--- src/rtl/lnk_frame_pkg.sv ---
package lnk_frame_pkg;

  localparam int DW = 32;   // link data width
  localparam int CW = 9;    // CRC width
  localparam int BW = 4;    // bunch-crossing number width
  localparam int KW = 2;    // control flags per word

  localparam int BCN_LSB = CW;        // trailer field positions
  localparam int ERR_BIT = CW + BW;
  localparam int TRL_USED = ERR_BIT + 1;

  localparam logic [7:0]    COMMA_K  = 8'hBC;
  localparam logic [CW-1:0] CRC_POLY = 9'h079;
  localparam logic [CW-1:0] CRC_SEED = 9'h1FF;

  typedef struct packed {
    logic [KW-1:0] k;
    logic [DW-1:0] d;
  } lnk_word_t;

  // One word through the CRC, most significant bit first.
  function automatic logic [CW-1:0] crc_absorb(input logic [CW-1:0] c,
                                               input logic [DW-1:0] d);
    logic [CW-1:0] r;
    logic          fb;
    r = c;
    for (int i = DW - 1; i >= 0; i--) begin
      fb = r[CW-1] ^ d[i];
      r  = {r[CW-2:0], 1'b0};
      if (fb) r = r ^ CRC_POLY;
    end
    return r;
  endfunction

endpackage

--- src/rtl/lnk_frame_pos.sv ---
module lnk_frame_pos #(
  parameter int FRAME_WORDS = 7,
  parameter int PW          = $clog2(FRAME_WORDS)
) (
  input  logic          clk,
  input  logic          rst_n,
  input  logic          sync_i,
  output logic [PW-1:0] pos_o
);

  localparam logic [PW-1:0] LAST = PW'(FRAME_WORDS - 1);

  logic [PW-1:0] nxt_q, nxt_d, cur;

  always_comb begin
    cur   = sync_i ? '0 : nxt_q;
    nxt_d = (cur == LAST) ? '0 : cur + PW'(1);
  end

  always_ff @(posedge clk or negedge rst_n) begin
    if (!rst_n) nxt_q <= '0;
    else        nxt_q <= nxt_d;
  end

  assign pos_o = cur;

endmodule

--- src/rtl/lnk_frame_asm.sv ---
module lnk_frame_asm
  import lnk_frame_pkg::*;
#(
  parameter int FRAME_WORDS = 7,
  parameter int PW          = $clog2(FRAME_WORDS)
) (
  input  logic          clk,
  input  logic          rst_n,
  input  logic [PW-1:0] pos_i,
  input  logic [DW-1:0] obj_data,
  input  logic          obj_valid,
  input  logic [BW-1:0] bx_num,
  input  logic          bx_err,
  output lnk_word_t     word_o,
  output logic          first_o,
  output logic          last_o
);

  localparam logic [PW-1:0] LAST = PW'(FRAME_WORDS - 1);

  logic          first, last;
  logic [BW-1:0] bcn_q, bcn_d;
  logic          err_q, err_d;
  lnk_word_t     w;

  always_comb begin
    first = (pos_i == '0);
    last  = (pos_i == LAST);
    bcn_d = first ? bx_num : bcn_q;
    err_d = first ? bx_err : err_q;
  end

  always_ff @(posedge clk or negedge rst_n) begin
    if (!rst_n) begin
      bcn_q <= '0;
      err_q <= 1'b0;
    end else begin
      bcn_q <= bcn_d;
      err_q <= err_d;
    end
  end

  always_comb begin
    w = '0;
    if (last) begin
      w.d[BCN_LSB +: BW] = bcn_q;
      w.d[ERR_BIT]       = err_q;
    end else begin
      if (obj_valid) w.d = obj_data;
      if (first) begin
        w.d[7:0] = COMMA_K;
        w.k      = KW'(1);
      end
    end
  end

  assign word_o  = w;
  assign first_o = first;
  assign last_o  = last;

endmodule

--- src/rtl/lnk_crc_acc.sv ---
module lnk_crc_acc
  import lnk_frame_pkg::*;
(
  input  logic          clk,
  input  logic          rst_n,
  input  logic          first_i,
  input  logic [DW-1:0] data_i,
  output logic [CW-1:0] crc_o
);

  logic [CW-1:0] crc_q, crc_d;

  always_comb crc_d = crc_absorb(first_i ? CRC_SEED : crc_q, data_i);

  always_ff @(posedge clk or negedge rst_n) begin
    if (!rst_n) crc_q <= CRC_SEED;
    else        crc_q <= crc_d;
  end

  assign crc_o = crc_q;

endmodule

--- src/rtl/lnk_out_delay.sv ---
module lnk_out_delay
  import lnk_frame_pkg::*;
#(
  parameter int DEPTH = 7
) (
  input  logic          clk,
  input  logic          rst_n,
  input  lnk_word_t     word_i,
  input  logic          last_i,
  input  logic [CW-1:0] crc_i,
  output lnk_word_t     word_o
);

  lnk_word_t stg_q [DEPTH];
  lnk_word_t patched;
  logic      tag_q;

  always_ff @(posedge clk or negedge rst_n) begin
    if (!rst_n) begin
      stg_q[0] <= '0;
      tag_q    <= 1'b0;
    end else begin
      stg_q[0] <= word_i;
      tag_q    <= last_i;
    end
  end

  // The CRC register finished the trailer on the same edge that loaded stage 0.
  always_comb begin
    patched = stg_q[0];
    if (tag_q) patched.d[CW-1:0] = crc_i;
  end

  for (genvar i = 1; i < DEPTH; i++) begin : g_stage
    always_ff @(posedge clk or negedge rst_n) begin
      if (!rst_n) stg_q[i] <= '0;
      else if (i == 1) stg_q[i] <= patched;
      else             stg_q[i] <= stg_q[i-1];
    end
  end

  assign word_o = stg_q[DEPTH-1];

endmodule

--- src/rtl/lnk_frame_tx.sv ---
module lnk_frame_tx
  import lnk_frame_pkg::*;
#(
  parameter int FRAME_WORDS = 7
) (
  input  logic          clk,
  input  logic          rst_n,
  input  logic [31:0]   obj_data,
  input  logic          obj_valid,
  input  logic          bx_sync,
  input  logic [3:0]    bx_num,
  input  logic          bx_err,
  output logic [31:0]   tx_data,
  output logic [1:0]    tx_ctrl
);

  localparam int PW = $clog2(FRAME_WORDS);

  logic [PW-1:0] pos_w;
  lnk_word_t     asm_w, out_w;
  logic          first_w, last_w;
  logic [CW-1:0] crc_w;

  lnk_frame_pos #(.FRAME_WORDS(FRAME_WORDS), .PW(PW)) u_pos (
    .clk    (clk),
    .rst_n  (rst_n),
    .sync_i (bx_sync),
    .pos_o  (pos_w)
  );

  lnk_frame_asm #(.FRAME_WORDS(FRAME_WORDS), .PW(PW)) u_asm (
    .clk       (clk),
    .rst_n     (rst_n),
    .pos_i     (pos_w),
    .obj_data  (obj_data),
    .obj_valid (obj_valid),
    .bx_num    (bx_num),
    .bx_err    (bx_err),
    .word_o    (asm_w),
    .first_o   (first_w),
    .last_o    (last_w)
  );

  lnk_crc_acc u_crc (
    .clk     (clk),
    .rst_n   (rst_n),
    .first_i (first_w),
    .data_i  (asm_w.d),
    .crc_o   (crc_w)
  );

  lnk_out_delay #(.DEPTH(FRAME_WORDS)) u_dly (
    .clk    (clk),
    .rst_n  (rst_n),
    .word_i (asm_w),
    .last_i (last_w),
    .crc_i  (crc_w),
    .word_o (out_w)
  );

  assign tx_data = out_w.d;
  assign tx_ctrl = out_w.k;

endmodule

--- config.mk ---
export PLATFORM = sky130hd
export DESIGN_NAME = lnk_frame_tx
export DESIGN_NICKNAME = d
export VERILOG_FILES = /design/src/rtl/lnk_frame_pkg.sv /design/src/rtl/lnk_frame_pos.sv /design/src/rtl/lnk_frame_asm.sv /design/src/rtl/lnk_crc_acc.sv /design/src/rtl/lnk_out_delay.sv /design/src/rtl/lnk_frame_tx.sv
export SDC_FILE = /design/constraint.sdc
export NUM_CORES = 1
export LEC_CHECK = 0
export BUFFER_PORTS_ARGS = -buffer_cell sky130_fd_sc_hd__buf_2
export CORE_MARGIN = 4
export CORE_UTILIZATION = 40
export DETAILED_ROUTE_END_ITERATION = 8
export MAX_ROUTING_LAYER = met4
export PLACE_DENSITY = 0.66
export RECOVER_POWER = 50
export SLEW_MARGIN = 30
export SYNTH_ARGS = -nofsm -noshare
export SYNTH_HDL_FRONTEND = slang
export SYNTH_SLANG_ARGS = --single-unit
--- constraint.sdc ---
create_clock -name clk -period 6.67 [get_ports clk]
set_input_delay 1.0005 -clock clk [delete_from_list [all_inputs] [get_ports clk]]
set_output_delay 1.0005 -clock clk [all_outputs]
set_load 0.05 [all_outputs]
==> flow_summary_export.csv, run 1 <==
group,metric,value,unit
timing,rsz0062_at_grt,"no",
timing,skew,20.76,ps
critical_path,critPathMaxFanout,27,
placement,globalplace.congestion,0.9009,
clock_tree,cts.reportedPaths.clkPinSlew,60,ps
floorplan,start_util,40.60,%
run_status,outcome,"finished with violations",
min_path,worstHoldStart,"u_dly.stg_q[37]",
timing,max_slew.worst_pin.slew,3549,ps
floorplan,die_y,159.6,µm
logic_synthesis,yosysWarnings,0,
clock_tree,htreeDepth,1,
floorplan,die_w,159.6,µm
critical_path,rr_worst_depth,11,
min_path,hold_class,"register to register",
timing,fmax,242.2,MHz
clock_tree,cts.path.max_buffers,3,
clock_tree,root_buffer,"clkbuf_16",
detailed_routing,drc,0,
logic_synthesis,synth_seq_area_share,67.91,%
critical_path,worstReg2RegEnd,"u_crc.crc_o[5]",
logic_synthesis,syn_area,9193,µm²
detailed_routing,wl_per_cell,17.46,µm
finish,design.final.nets,678,
critical_path,r2r_slack,2600,ps
clock_tree,cts_tree,"done",
floorplan,rows,55,
finish,drive_gt1_share,23.24,%
floorplan,design.core.area,22640,µm²
critical_path,start_kind,"input port",
detailed_routing,wl,16.39,mm
grt,grt_pass1_wl,26.52,mm
grt,overflow,0,
detailed_routing,ant_nets,0,
floorplan,dieArea,25470,µm²
finish,fill_cells,1931,
logic_synthesis,synthesis.instances,586,
logic_synthesis,synth_nets,627,
critical_path,crit_path_end_kind,"register",
critical_path,critPathArrivalTime,4550,ps
timing,min_period,4128,ps
logic_synthesis,synth_ff_type,"dfrtp_1",
critical_path,r2r_start,"u_pos.nxt_q[0]",
clock_tree,postCtsSetupBuffers,0,
clock_tree,cts_inserted_buffers,25,
detailed_routing,drt_pass1_iterations,4,
logic_synthesis,yosysUniqueCellTypes,39,
finish,antenna_cells,0,
timing,slew_headroom,-136.6,%
logic_synthesis,synth_edf_count,0,
floorplan,ios,75,
finish,syn_to_final_growth,14.70,%
grt,antenna_found_initial,0,
timing,setup_tns,0,ps
logic_synthesis,async_flop_share,100.0,%
finish,layout_common_cells,"dfrtp_1, buf_2, xnor2_1",
logic_synthesis,synth_seq_cells,249,
clock_tree,clock_sinks,249,
grt,gr-usage-all-layers,13.48,%
min_path,holdPathEnd,"u_dly.word_o[3]",
critical_path,crit_type,"input port to register",
finish,final_common_cell,"dfrtp_1",
timing,fin_crit_sh,61.89,%
timing,maxSlewViolCount,66,
critical_path,crit_required,7090,ps
timing,setup_viol_count_final,0,
placement,portBuffers,73,
timing,finalHoldViolCount,0,
run_status,violations,"capacitance limit, slew limit",
detailed_routing,vias,4233,
clock_tree,clkLatencyLatePin,520,ps
clock_tree,cts_resized,0,
detailed_routing,first_iter_violations,272,
grt,grt_max_degree,185,
min_path,whs_path_depth,0,
grt,grt_pass1_vias,4654,
detailed_routing,via_per_inst,4.508,
run,drv_cap,1,
clock_tree,hold_buffers,0,
logic_synthesis,synth.avg_cell_area,15.69,µm²
placement,place_hpwl,11.42,mm
-- registers in the layout, summed over array words and instances (netlist names) --
signal         cells
u_dly.patched     24
u_pos.nxt_q        3
u_dly.word_o      33
u_crc.crc_o        9
u_asm.bcn_q        4
u_dly.tag_q        1
u_asm.err_q        1
u_dly.stg_q      174
-- cell type report --
class	instances	area, µm²	share of cell area [%]
Sequential cell	249	6242	59.20
Multi-Input combinational cell	275	2585	24.52
Clock buffer	31	708.2	6.716
Timing Repair Buffer	77	426.7	4.047
Tap cell	285	356.6	3.382
Clock inverter	13	191.4	1.816
Inverter	9	33.78	0.3204
-- critical path, cell delays in order --
cell and delay (ps):
buf_2 150, nand4bb_1 150, buf_4 270, nand2_1 390, nor2_1 330, xor2_2 390, xor3_1 470, xor2_1 200
xnor2_1 340, xnor3_2 470, xnor3_1 360
-- per-layer routing --
layer  global-route usage (%)  part of all wire (%)  routed length, µm
met3                    2.278                   4.8                788
met2                    22.23                    50               8261
met1                    17.44                    43               7011
met4                    3.708                   2.0                331
met5                        -                     0                  0
-- stage by stage --
stage	util [%]	worst slack (ps)	instance area (µm²)	hold WS, ps	instances
after detailed placement	42.53	1956	9628	334.7	894
after global routing	46.57	2123	10540	346.6	939
after CTS	46.50	2475	10530	345.5	938
after global placement	42.53	1951	9628	331.3	894
final	46.57	2542	10540	341.5	939
after floorplan	-	2578	9193	331.2	586
-- cells in the mapped netlist, drive strengths merged, types with 10 or more instances --
master	count	area share, %
nor2	21	0.86
buf	37	3.0
nand2	45	1.8
xnor3	35	8.6
and3	22	1.5
dfrtp	240	65
o21ai	10	0.59
clkbuf	16	0.65
xor2	35	3.6
xnor2	57	5.8
-- cell families after synthesis --
family	after synthesis	synth area share [%]
AO/OA/AOI/OAI	26	1.810
AND/OR/NAND/NOR	105	5.335
other	1	0.04079
multiplexers	9	1.103
flip-flops	249	67.91
XOR/XNOR	134	19.83
buffers and inverters	62	3.974
-- worst max path at each step --
stage | end | slack [ps] | from | depth (start not counted)
2_1_floorplan | u_crc.crc_o[5] | 2580 | obj_data[27] | 10
5_1_grt | u_dly.stg_q[171] | 2120 | rst_n | 1
3_3_place_gp | u_crc.crc_o[7] | 1950 | bx_sync | 11
3_5_place_dp | u_crc.crc_o[5] | 1960 | bx_sync | 11
6_report | u_crc.crc_o[5] | 2540 | bx_sync | 11
4_1_cts | u_crc.crc_o[5] | 2480 | bx_sync | 11
Power of run 1 is left out: the tool's default activity adds up to more than one toggle a clock period on the data nets, which glitch-free logic cannot reach.
==> run 2, diff against run 1 <==
==> constraint.sdc (replaced) <==
create_clock -name clk -period 4.1 [get_ports clk]
set_input_delay 0.615 -clock clk [delete_from_list [all_inputs] [get_ports clk]]
set_output_delay 0.615 -clock clk [all_outputs]
set_load 0.05 [all_outputs]
==> run 2 against run 1 <==
- the flow still finishes with violations (capacitance limit, slew limit)
- critical path type is now register to register
- clock skew decreased by 6.0 ps
- sequential cell count unchanged
- highest routed layer unchanged
- register-to-register slack got worse by 2200 ps
- die area unchanged
- wire length decreased by 0.52%
- utilization decreased by 0.061 points
==> flow_summary_export.csv, run 2 (synthesis gave the netlist of run 1 again) <==
group,metric,value,unit
timing,maxSlewViolCount,106,
floorplan,design.core.area,22640,µm²
clock_tree,cts.reportedPaths.clkPinSlew,60,ps
finish,drive_gt1_share,24.17,%
grt,grt_pass1_wl,26.26,mm
run,drv_cap,1,
timing,fin_ws,430.1,ps
critical_path,critPathMaxFanout,5,
placement,dp_cells,906,
timing,skew,14.76,ps
critical_path,cpMostUsedCell,"xnor3_1",
finish,design.final.nets,689,
critical_path,crit_type,"register to register",
clock_tree,htreeDepth,1,
grt,grt_pass1_vias,4700,
critical_path,crit_path_cell_trace,"xnor3_1, xor2_1, nor2_1, xnor2_2, xnor3_1, xnor3_2, xnor3_1, xnor2_2, xnor3_1",
clock_tree,root_buffer,"clkbuf_16",
floorplan,die_w,159.6,µm
detailed_routing,drt_pass1_iterations,4,
critical_path,cpLargestDelayFamily,"XOR/XNOR gates",
critical_path,rr_worst_depth,9,
detailed_routing,wl_per_cell,17.15,µm
detailed_routing,wl_met2,8.205,mm
clock_tree,clkLatencyLatePin,520,ps
detailed_routing,wl_met3,785,µm
floorplan,ios,75,
floorplan,rows,55,
detailed_routing,highest_layer,"met4",
clock_tree,hold_buffers,0,
timing,max_slew.worst_pin.slew,2448,ps
timing,setup_tns,0,ps
grt,gr-usage-all-layers,13.48,%
timing,rsz0062_at_grt,"no",
floorplan,dieArea,25470,µm²
finish,antenna_cells,0,
placement,globalplace.congestion,0.9116,
run_status,violations,"capacitance limit, slew limit",
critical_path,critPathArrivalTime,4110,ps
critical_path,start_kind,"register",
grt,antenna_found_initial,0,
clock_tree,cts.path.max_buffers,3,
floorplan,start_util,40.60,%
critical_path,crit_slowest_cell,"dfstp_2",
placement,portBuffers,73,
finish,regMostFlops,"u_dly.stg_q",
critical_path,crit_required,4540,ps
detailed_routing,wl,16.31,mm
detailed_routing,vias,4259,
floorplan,die_y,159.6,µm
clock_tree,cts_inserted_buffers,25,
placement,dp_worst_setup_slack,98.38,ps
run_status,outcome,"finished with violations",
timing,setup_viol_count_final,0,
grt,overflow,0,
detailed_routing,via_per_inst,4.478,
timing,fin_crit_sh,89.51,%
detailed_routing,wl_met1,6.929,mm
clock_tree,postCtsSetupBuffers,0,
timing,fmax,272.5,MHz
critical_path,worst_path_largest_cell_delay,610,ps
detailed_routing,drc,0,
min_path,hold_class,"input port to register",
finish,layout_common_cells,"dfrtp_1, buf_2, xnor2_1",
finish,final_common_cell,"dfrtp_1",
timing,slew_headroom,-63.20,%
critical_path,path_buf_inv,0,
min_path,whs_path_depth,3,
critical_path,crit_cells,9,
detailed_routing,first_iter_violations,196,
finish,syn_to_final_growth,14.55,%
detailed_routing,ant_nets,0,
placement,place_hpwl,11.42,mm
clock_tree,cts_tree,"done",
clock_tree,cts_resized,0,
grt,grt_max_degree,107,
finish,fin_cells,951,
critical_path,crit_path_end_kind,"register",
finish,largest_reg_flops,174,
clock_tree,clock_sinks,249,
timing,finalHoldViolCount,0,
timing,min_period,3670,ps
run 2: cell types whose count changed in the layout (fill, tap and decap cells not counted), sizes merged:
cell / previous run / this run
buf: 76 / 87
bufinv: 4 / 1
clkbuf: 32 / 35
clkinv: 5 / 7
clkinvlp: 1 / 0
run 2: stage by stage:
step	utilization (%)	cell area [µm²]	hold WS, ps
3_3_place_gp	42.98	9731	332.5
4_1_cts	46.55	10540	126.1
3_5_place_dp	42.98	9731	334.7
2_1_floorplan	-	9193	319.4
6_report	46.51	10530	301.6
5_1_grt	46.51	10530	288.5
run 2: worst register-to-register path: stages, from the launching register on:
cell	delay [ps]
dfstp_2	610
xnor3_1	460
xor2_1	260
nor2_1	110
xnor2_2	210
xnor3_1	440
xnor3_2	300
xnor3_1	450
xnor2_2	300
xnor3_1	470
run 2: path summary, 6_finish.rpt:
path                             startpoint                to  slack (ps)
min reg2reg                u_dly.stg_q[141]  u_dly.stg_q[107]         340
min                               bx_num[2]    u_asm.bcn_q[2]         300
max                          u_crc.crc_o[1]    u_crc.crc_o[7]         430
max in group asynchronous             rst_n   u_dly.word_o[7]        1610
min in group asynchronous             rst_n  u_dly.stg_q[195]         820
max reg2reg                  u_crc.crc_o[1]    u_crc.crc_o[7]         430
run 2: final cells by class:
| type | count | area, µm² |
|---|---|---|
| clock buffer | 34 | 699.4 |
| timing repair buffer | 88 | 503.0 |
| sequential | 249 | 6242 |
| inverter | 9 | 33.78 |
| multi-input combinational | 275 | 2585 |
| tap | 285 | 356.6 |
| clock inverter | 11 | 110.1 |
| fill | 1945 | 12110 |
run 2: routing by layer:
| metal | track usage [%] | vias up |
|---|---|---|
| li1 | - | 1974 |
| met3 | 2.666 | 32 |
| met4 | 3.550 | 0 |
| met5 | - | - |
| met1 | 16.74 | 2160 |
| met2 | 22.81 | 93 |
Power of run 2 is left out for the same reason.
